==> config.mk <==
export PLATFORM = sky130hd
export DESIGN_NAME = field_fetch_addr_gen
export DESIGN_NICKNAME = d
export VERILOG_FILES = /design/src/rtl/fag_pkg.sv /design/src/rtl/fag_field_sel.sv /design/src/rtl/fag_scan_ctr.sv /design/src/rtl/fag_addr_acc.sv /design/src/rtl/field_fetch_addr_gen.sv
export SDC_FILE = /design/constraint.sdc
export NUM_CORES = 1
export LEC_CHECK = 0
export BUFFER_PORTS_ARGS = -buffer_cell sky130_fd_sc_hd__buf_2
export CAP_MARGIN = 15
export CORE_AREA = 2 2 94 96
export CTS_BUF_LIST = sky130_fd_sc_hd__clkbuf_16
export DETAILED_ROUTE_END_ITERATION = 10
export DIE_AREA = 0 0 96 98
export MAX_ROUTING_LAYER = met4
export PLACE_DENSITY_LB_ADDON = 0.25
export SYNTH_ARGS = -nofsm -noshare
export SYNTH_HDL_FRONTEND = slang
export SYNTH_HIERARCHICAL = 1
export SYNTH_SLANG_ARGS = --single-unit
==> constraint.sdc <==
create_clock -name clk -period 3.17 [get_ports clk]
set_input_delay 0.634 -clock clk [delete_from_list [all_inputs] [get_ports clk]]
set_output_delay 0.634 -clock clk [all_outputs]
set_load 0.02 [all_outputs]
==> src/rtl/fag_pkg.sv <==
package fag_pkg;
   localparam int unsigned DEF_ADDR_W  = 16;
   localparam int unsigned DEF_FIELD_W = 10;
   // lane order within the window-size word, lowest lane first
   localparam int unsigned LANE_WIDTH  = 0;
   localparam int unsigned LANE_ROWS   = 1;
   localparam int unsigned LANE_MOD    = 2;
   localparam int unsigned NUM_LANES   = 3;
endpackage

==> src/rtl/fag_field_sel.sv <==
module fag_field_sel #(
   parameter int unsigned ADDR_W       = 16,
   parameter bit          INTERLACE_OK = 1'b1
) (
   input  logic              clk,
   input  logic              rst_n,
   input  logic              start,
   input  logic              interlace,
   input  logic [ADDR_W-1:0] long_base,
   input  logic [ADDR_W-1:0] short_base,
   output logic [ADDR_W-1:0] sel_base,
   output logic              field_odd
);
   generate
      if (INTERLACE_OK) begin : g_ilace
         logic next_odd_q;
         logic odd_q;
         always_ff @(posedge clk) begin
            if (!rst_n) begin
               next_odd_q <= 1'b0;
               odd_q      <= 1'b0;
            end else if (start) begin
               odd_q      <= interlace & next_odd_q;
               next_odd_q <= interlace & ~next_odd_q;
            end
         end
         assign sel_base  = (interlace && next_odd_q) ? short_base : long_base;
         assign field_odd = odd_q;
      end else begin : g_prog
         logic unused_in;
         assign unused_in = clk ^ rst_n ^ start ^ interlace ^ (^short_base);
         assign sel_base  = long_base;
         assign field_odd = 1'b0;
      end
   endgenerate
endmodule

==> src/rtl/fag_scan_ctr.sv <==
module fag_scan_ctr #(
   parameter int unsigned FIELD_W = 10
) (
   input  logic               clk,
   input  logic               rst_n,
   input  logic               start,
   input  logic               step,
   input  logic [FIELD_W-1:0] width_m1,
   input  logic [FIELD_W-1:0] rows_m1,
   output logic               active,
   output logic               last_col,
   output logic               last_row
);
   logic [FIELD_W-1:0] col_q, row_q, wlim_q, rlim_q;
   logic               act_q;

   always_ff @(posedge clk) begin
      if (!rst_n) begin
         col_q  <= '0;
         row_q  <= '0;
         wlim_q <= '0;
         rlim_q <= '0;
         act_q  <= 1'b0;
      end else if (start) begin
         col_q  <= '0;
         row_q  <= '0;
         wlim_q <= width_m1;
         rlim_q <= rows_m1;
         act_q  <= 1'b1;
      end else if (step && act_q) begin
         if (col_q == wlim_q) begin
            col_q <= '0;
            if (row_q == rlim_q) act_q <= 1'b0;
            else                 row_q <= row_q + 1'b1;
         end else begin
            col_q <= col_q + 1'b1;
         end
      end
   end

   assign active   = act_q;
   assign last_col = (col_q == wlim_q);
   assign last_row = (row_q == rlim_q);
endmodule

==> src/rtl/fag_addr_acc.sv <==
module fag_addr_acc #(
   parameter int unsigned ADDR_W  = 16,
   parameter int unsigned FIELD_W = 10
) (
   input  logic               clk,
   input  logic               rst_n,
   input  logic               start,
   input  logic               step,
   input  logic               row_wrap,
   input  logic [ADDR_W-1:0]  base,
   input  logic [FIELD_W-1:0] modulo,
   output logic [ADDR_W-1:0]  addr,
   output logic [FIELD_W-1:0] mod_lat
);
   localparam int unsigned PAD_W = ADDR_W - FIELD_W;

   logic [ADDR_W-1:0]  addr_q;
   logic [FIELD_W-1:0] mod_q;
   logic [ADDR_W-1:0]  stride;

   assign stride = row_wrap ? {{PAD_W{1'b0}}, mod_q} : {{(ADDR_W-1){1'b0}}, 1'b1};

   always_ff @(posedge clk) begin
      if (!rst_n) begin
         addr_q <= '0;
         mod_q  <= '0;
      end else if (start) begin
         addr_q <= base;
         mod_q  <= modulo;
      end else if (step) begin
         addr_q <= addr_q + stride;
      end
   end

   assign addr    = addr_q;
   assign mod_lat = mod_q;
endmodule

==> src/rtl/field_fetch_addr_gen.sv <==
module field_fetch_addr_gen #(
   parameter int unsigned ADDR_W       = fag_pkg::DEF_ADDR_W,
   parameter int unsigned FIELD_W      = fag_pkg::DEF_FIELD_W,
   parameter bit          INTERLACE_OK = 1'b1,
   localparam int unsigned WIN_W       = fag_pkg::NUM_LANES * FIELD_W
) (
   input  logic              clk,
   input  logic              rst_n,
   input  logic              field_start,
   input  logic              interlace,
   input  logic [ADDR_W-1:0] long_base,
   input  logic [ADDR_W-1:0] short_base,
   input  logic [WIN_W-1:0]  win_size,
   input  logic              fetch_req,
   output logic [ADDR_W-1:0] fetch_addr,
   output logic              fetch_valid,
   output logic              row_end,
   output logic              field_end,
   output logic              field_odd
);
   generate
      if (FIELD_W < 2) begin : g_bad_field
         $error("FIELD_W must be at least 2");
      end
      if (ADDR_W <= FIELD_W) begin : g_bad_addr
         $error("ADDR_W must exceed FIELD_W");
      end
   endgenerate

   logic [FIELD_W-1:0] w_width, w_rows, w_mod, mod_q;
   logic [ADDR_W-1:0]  sel_base;
   logic               active, last_col, last_row, step;

   assign w_width = win_size[fag_pkg::LANE_WIDTH*FIELD_W +: FIELD_W];
   assign w_rows  = win_size[fag_pkg::LANE_ROWS*FIELD_W  +: FIELD_W];
   assign w_mod   = win_size[fag_pkg::LANE_MOD*FIELD_W   +: FIELD_W];

   fag_field_sel #(.ADDR_W(ADDR_W), .INTERLACE_OK(INTERLACE_OK)) u_sel (
      .clk(clk), .rst_n(rst_n), .start(field_start), .interlace(interlace),
      .long_base(long_base), .short_base(short_base),
      .sel_base(sel_base), .field_odd(field_odd));

   fag_scan_ctr #(.FIELD_W(FIELD_W)) u_ctr (
      .clk(clk), .rst_n(rst_n), .start(field_start), .step(step),
      .width_m1(w_width), .rows_m1(w_rows),
      .active(active), .last_col(last_col), .last_row(last_row));

   fag_addr_acc #(.ADDR_W(ADDR_W), .FIELD_W(FIELD_W)) u_acc (
      .clk(clk), .rst_n(rst_n), .start(field_start), .step(step),
      .row_wrap(last_col), .base(sel_base), .modulo(w_mod),
      .addr(fetch_addr), .mod_lat(mod_q));

   assign step        = active & fetch_req & ~field_start;
   assign fetch_valid = step;
   assign row_end     = step & last_col;
   assign field_end   = step & last_col & last_row;
endmodule

* Yosys cells after proc, flatten, opt, wreduce, memory -nomap -nowiden *
Cells that the tools add are included.
W data, S select, Z words.

operators by class
  add/sub/neg operators = 3
  equal/unequal tests = 2
  multiplexer cells = 9
  bitwise logic cells = 10
  reductions and logical operators = 9

operator list
  operator                 number
  $mux W16                 3
  $add A10 B1 Y10 const B  2
  $eq A10 B10 Y1           2
  $mux W10                 2
  $add A16 B16 Y16         1
  $reduce_bool A2 Y1       4
  $and A1 B1 Y1            6
  $reduce_and A3 Y1        2
  $mux W1                  4
  $not A1 Y1               4
  $logic_and A1 B1 Y1      2
  $reduce_or A2 Y1         1

storage, ports and cells
  register bits = 69
  input port bits = 67
  output and inout bits = 20

* Longest topological paths before layout *
  depth after elaboration = 5
  depth in mapped cells = 13

* Hierarchy *
Netlist, hierarchy kept.

modules (own cells, without submodules)
  module                instances  cells an instance  area an instance (sq um)  seq. area each (sq um)
  fag_scan_ctr          1          215                2,039.5                   820.8
  fag_addr_acc          1          196                1,677.9                   520.5
  fag_field_sel         1          26                 312.8                     40.0
  field_fetch_addr_gen  1          4                  23.8                      0.0

* Least setup slack after synthesis *
Ideal clock, no wire load.

  path type = register -> register
  start point = register u_ctr.col_q[3]
  end point = register u_acc.addr_q[14] (netlist: u_acc/addr[14])
  library setup time = 88 ps
  data arrival time = 2,907 ps
  setup slack = 175 ps
  stages on the path, launching flop included = 14
  path buffers = 1
  period minus slack after synthesis = 2,995 ps
  cell sequence = dfxtp_1 > clkbuf_1 > xor2_1 > nor4_4 > nand3_1 > inv_1 > nand2b_1 > ha_1 > fa_1 > a211oi_2 > o21ai_2 > a2111o_1 > and3_4 > o32ai_2

between the ends
  word-level cells in the longest chain between the ends = 5

RTL lines
  element                 RTL line                    text
  from (decl)             fag_scan_ctr.sv:14          logic [FIELD_W-1:0] col_q, row_q, wlim_q, rlim_q;
  from (signal assigned)  fag_scan_ctr.sv:36          col_q <= col_q + 1'b1;
  $eq A10 B10 Y1          fag_scan_ctr.sv:42          assign last_col = (col_q == wlim_q);
  via last_col            field_fetch_addr_gen.sv:32  logic active, last_col, last_row, step;
  $mux W10                fag_addr_acc.sv:21          assign stride = row_wrap ? {{PAD_W{1'b0}}, mod_q} : {{(ADDR_W-1){1'b0}}, 1'b1};
  $add A16 B16 Y16        fag_addr_acc.sv:31          addr_q <= addr_q + stride;
  $mux W16                fag_addr_acc.sv:30          end else if (step) begin
  $mux W16                fag_addr_acc.sv:27          end else if (start) begin
  to (signal assigned)    fag_addr_acc.sv:28          addr_q <= base;
  to (signal assigned)    fag_addr_acc.sv:31
  to (decl)               fag_addr_acc.sv:17          logic [ADDR_W-1:0] addr_q;

The timed path passes the listed nets, and every way through them passes these cells. The select of a mux whose other input is x is not followed.
A chain may end at the register's enable or synchronous reset.

* Worst setup path in the final report *
  start point = register u_ctr.wlim_q[3]
  end point = register u_acc.addr_q[14] (netlist: u_acc/addr[14])

between the ends
  word-level cells in the longest chain between the ends = 5

RTL lines
  element                 RTL line                    text
  from (decl)             fag_scan_ctr.sv:14
  from (signal assigned)  fag_scan_ctr.sv:27          wlim_q <= width_m1;
  $eq A10 B10 Y1          fag_scan_ctr.sv:42
  via last_col            field_fetch_addr_gen.sv:32
  $mux W10                fag_addr_acc.sv:21
  $add A16 B16 Y16        fag_addr_acc.sv:31
  $mux W16                fag_addr_acc.sv:30
  $mux W16                fag_addr_acc.sv:27

The timed path passes the listed nets, and every way through them passes these cells. The select of a mux whose other input is x is not followed.

==> flow_metrics.tcl <==
set metrics [dict create \
    status "finished, final reports clean" \
    cap_violations 0 \
    grt_first_pass_wirelength_mm 15.8 \
    dr.first_iter.drc_count 78 \
    critPathArrivalTime_ps 3290 \
    floorplan.core_area_mm2 0.00847 \
    antenna_found_initial 0 \
    gp_congestion 0.850 \
    grt_max_degree 60 \
    cp-end-kind "flip-flop" \
    die_x_um 96 \
    finalSetupViolCount 0 \
    io_pins 87 \
    cts.path.max_buffers 2 \
    skew_ps 8.74 \
    cts_tree "built" \
    path_clk_slew_ps 60 \
    gr-usage-all-layers_pct 21.4 \
    leakage_nw 2.23 \
    numCtsBuffers 9 \
    clock_latency_ps 330 \
    yosys_warnings 6 \
    route.detailed.drc 0 \
    hold_viol 0 \
    hold_buffers 0 \
    hp-class "flip-flop to flip-flop" \
    powerDensity_mw_per_mm2 439 \
    first_global_vias 3476 \
    ys_seq_elements 69 \
    synthCells 441 \
    ir_drop_mv 0.260 \
    antenna_left 0 \
    clock_sinks 69 \
    nNetsFinal 612 \
    port_buffers 86 \
    cp.required_ps 3410 \
    final_common_cell "buf_2" \
    place_area_mm2 0.00461 \
    antenna_cells 0 \
    drive_above_1_share_pct 29.8 \
    fin_util_pct 58.7 \
    slew-limit-headroom_pct 64.3 \
    grt_overflow 0 \
    dr.pass1.iters 4 \
    min_period_ps 3050 \
    power.total_mw 2.18 \
    rows 34 \
    avgSynthCellArea_um2 9.19 \
    wl_mm 9.49 \
    cts_root_buffer "clkbuf_16" \
    detailroute.via_count 3540 \
    clock.fmax_mhz 328 \
    fillers 731 \
    critPathMaxFanout 4 \
    htree_levels 3 \
    netlist_area_mm2 0.00405 \
    finalCritPeriodShare_pct 96.2 \
    ys_types 60 \
    synthesis.nets 521 \
    tightest_slew_ps 535 \
    seq_area_frac_synth_pct 34.1 \
    fin_area_mm2 0.00497 \
    synth_edf_count 0 \
    routedWlPerCell_um 14.7 \
    synth_ff_type "dfxtp_1" \
    die_y_um 98 \
    start_util_pct 47.9 \
    maxSlewViolCount 0 \
    mostFrequentLayoutCells "buf_2, dfxtp_1, mux2i_1, nor2_1" \
    dieArea_mm2 0.00941 \
    critPathKind "flip-flop to flip-flop" \
    areaGrowthSynthToFinish_pct 22.5 \
    dp_hpwl_mm 6.64 \
    cp-start-kind "flip-flop" \
    synthArstFlopShare_pct 0 \
    viasPerCell 5.49 \
]
## cell type report
| cell class | instances | area, µm² | share of cell area [%] |
|---|---|---|---|
| Clock buffer | 9 | 225 | 4.53 |
| Timing Repair Buffer | 100 | 552 | 11.1 |
| Clock inverter | 7 | 42.5 | 0.856 |
| Sequential cell | 69 | 1380 | 27.9 |
| Inverter | 10 | 37.5 | 0.756 |
| Tap cell | 108 | 135 | 2.72 |
| Multi-Input combinational cell | 342 | 2590 | 52.2 |
## worst max-delay path, cell delays in order (launching register included)
cell,delay (ps)
dfxtp_2,330
xor2_2,190
nor4_4,360
nand3_2,140
inv_2,110
nand2b_4,60
ha_4,170
fa_2,390
a211oi_2,220
o21ai_2,130
a2111o_1,480
and3_4,210
o32ai_2,170
## registers in the layout, summed over array words and instances (netlist names)
| name | cells |
|---|---|
| u_acc/addr | 16 |
| u_acc/mod_lat | 10 |
| u_ctr/active | 1 |
| u_ctr/col_q | 10 |
| u_ctr/rlim_q | 10 |
| u_ctr/row_q | 10 |
| u_ctr/wlim_q | 10 |
| u_sel/field_odd | 1 |
| u_sel/g_ilace.next_odd_q | 1 |
## synth_stat cells (4+ instances only)
master	instances	share of area, %
nand3_1	11	1.4
a31oi_1	5	0.77
nand2b_1	5	0.77
a21o_1	4	0.74
xor2_1	25	5.4
nor2_1	34	3.1
clkbuf_1	11	1.0
nor4_1	4	0.62
nor2b_1	23	3.5
a21oi_1	27	3.3
o211ai_1	6	1.1
nand4_1	6	0.93
and2_1	11	1.7
o41ai_1	4	0.86
mux2_4	9	3.3
inv_1	10	0.93
mux2i_1	40	9.9
nand2_1	27	2.5
dfxtp_1	69	34
mux2_2	8	2.2
buf_2	4	0.49
o21ai_0	20	2.5
xnor2_1	9	1.9
ha_1	12	3.7
## cells by family after synthesis
family / count (synthesis) / synth area share [%]
muxes: 57 / 15.4
and+or+nand+nor: 158 / 22.9
xor gates and xnor gates: 34 / 7.35
adders and majority gates: 13 / 4.20
buffers and inverters: 30 / 3.24
AOI/OAI and AO/OA: 80 / 12.8
DFF: 69 / 34.1
## path summary, 6_finish.rpt
path / from / end / slack [ps] / cells past startpoint
max: u_ctr/wlim_q[3] / u_acc/addr[14] / 120 / 12
min reg2reg: u_acc/mod_lat[4] / u_acc/mod_lat[4] / 490 / 2
max reg2reg: u_ctr/wlim_q[3] / u_acc/addr[14] / 120 / 12
min: u_acc/mod_lat[4] / u_acc/mod_lat[4] / 490 / 2
## routing by layer
metal / track usage (%) / routed length [µm]
met1: 25.3 / 4060
met4: 7.47 / 151
met3: 3.94 / 403
met5: - / 0
met2: 36.0 / 4870
## power breakdown
group / leakage, nW / switching (mW) / internal [mW]
registers: 0.567 / 0.0324 / 0.907
clock network: 0.129 / 0.380 / 0.523
logic: 1.54 / 0.177 / 0.160
## through the flow
step                std cells  setup slack [ps]  hold WS [ps]  setup TNS (ps)
finish                    645               121           493               0
global route              645             -23.2           512           -50.4
CTS                       640              44.8           493               0
detailed placement        624              79.6           482               0
global placement          624               152           472               0
floorplan                 441               175           451               0
## what timing repair did
| item | in CTS | in global routing |
|---|---|---|
| endpoints found under the setup margin | 0 | 6 |
| gates resized for setup | 0 | 14 |
| setup buffers | 0 | 5 |
Power figures use the tool's default switching activity.
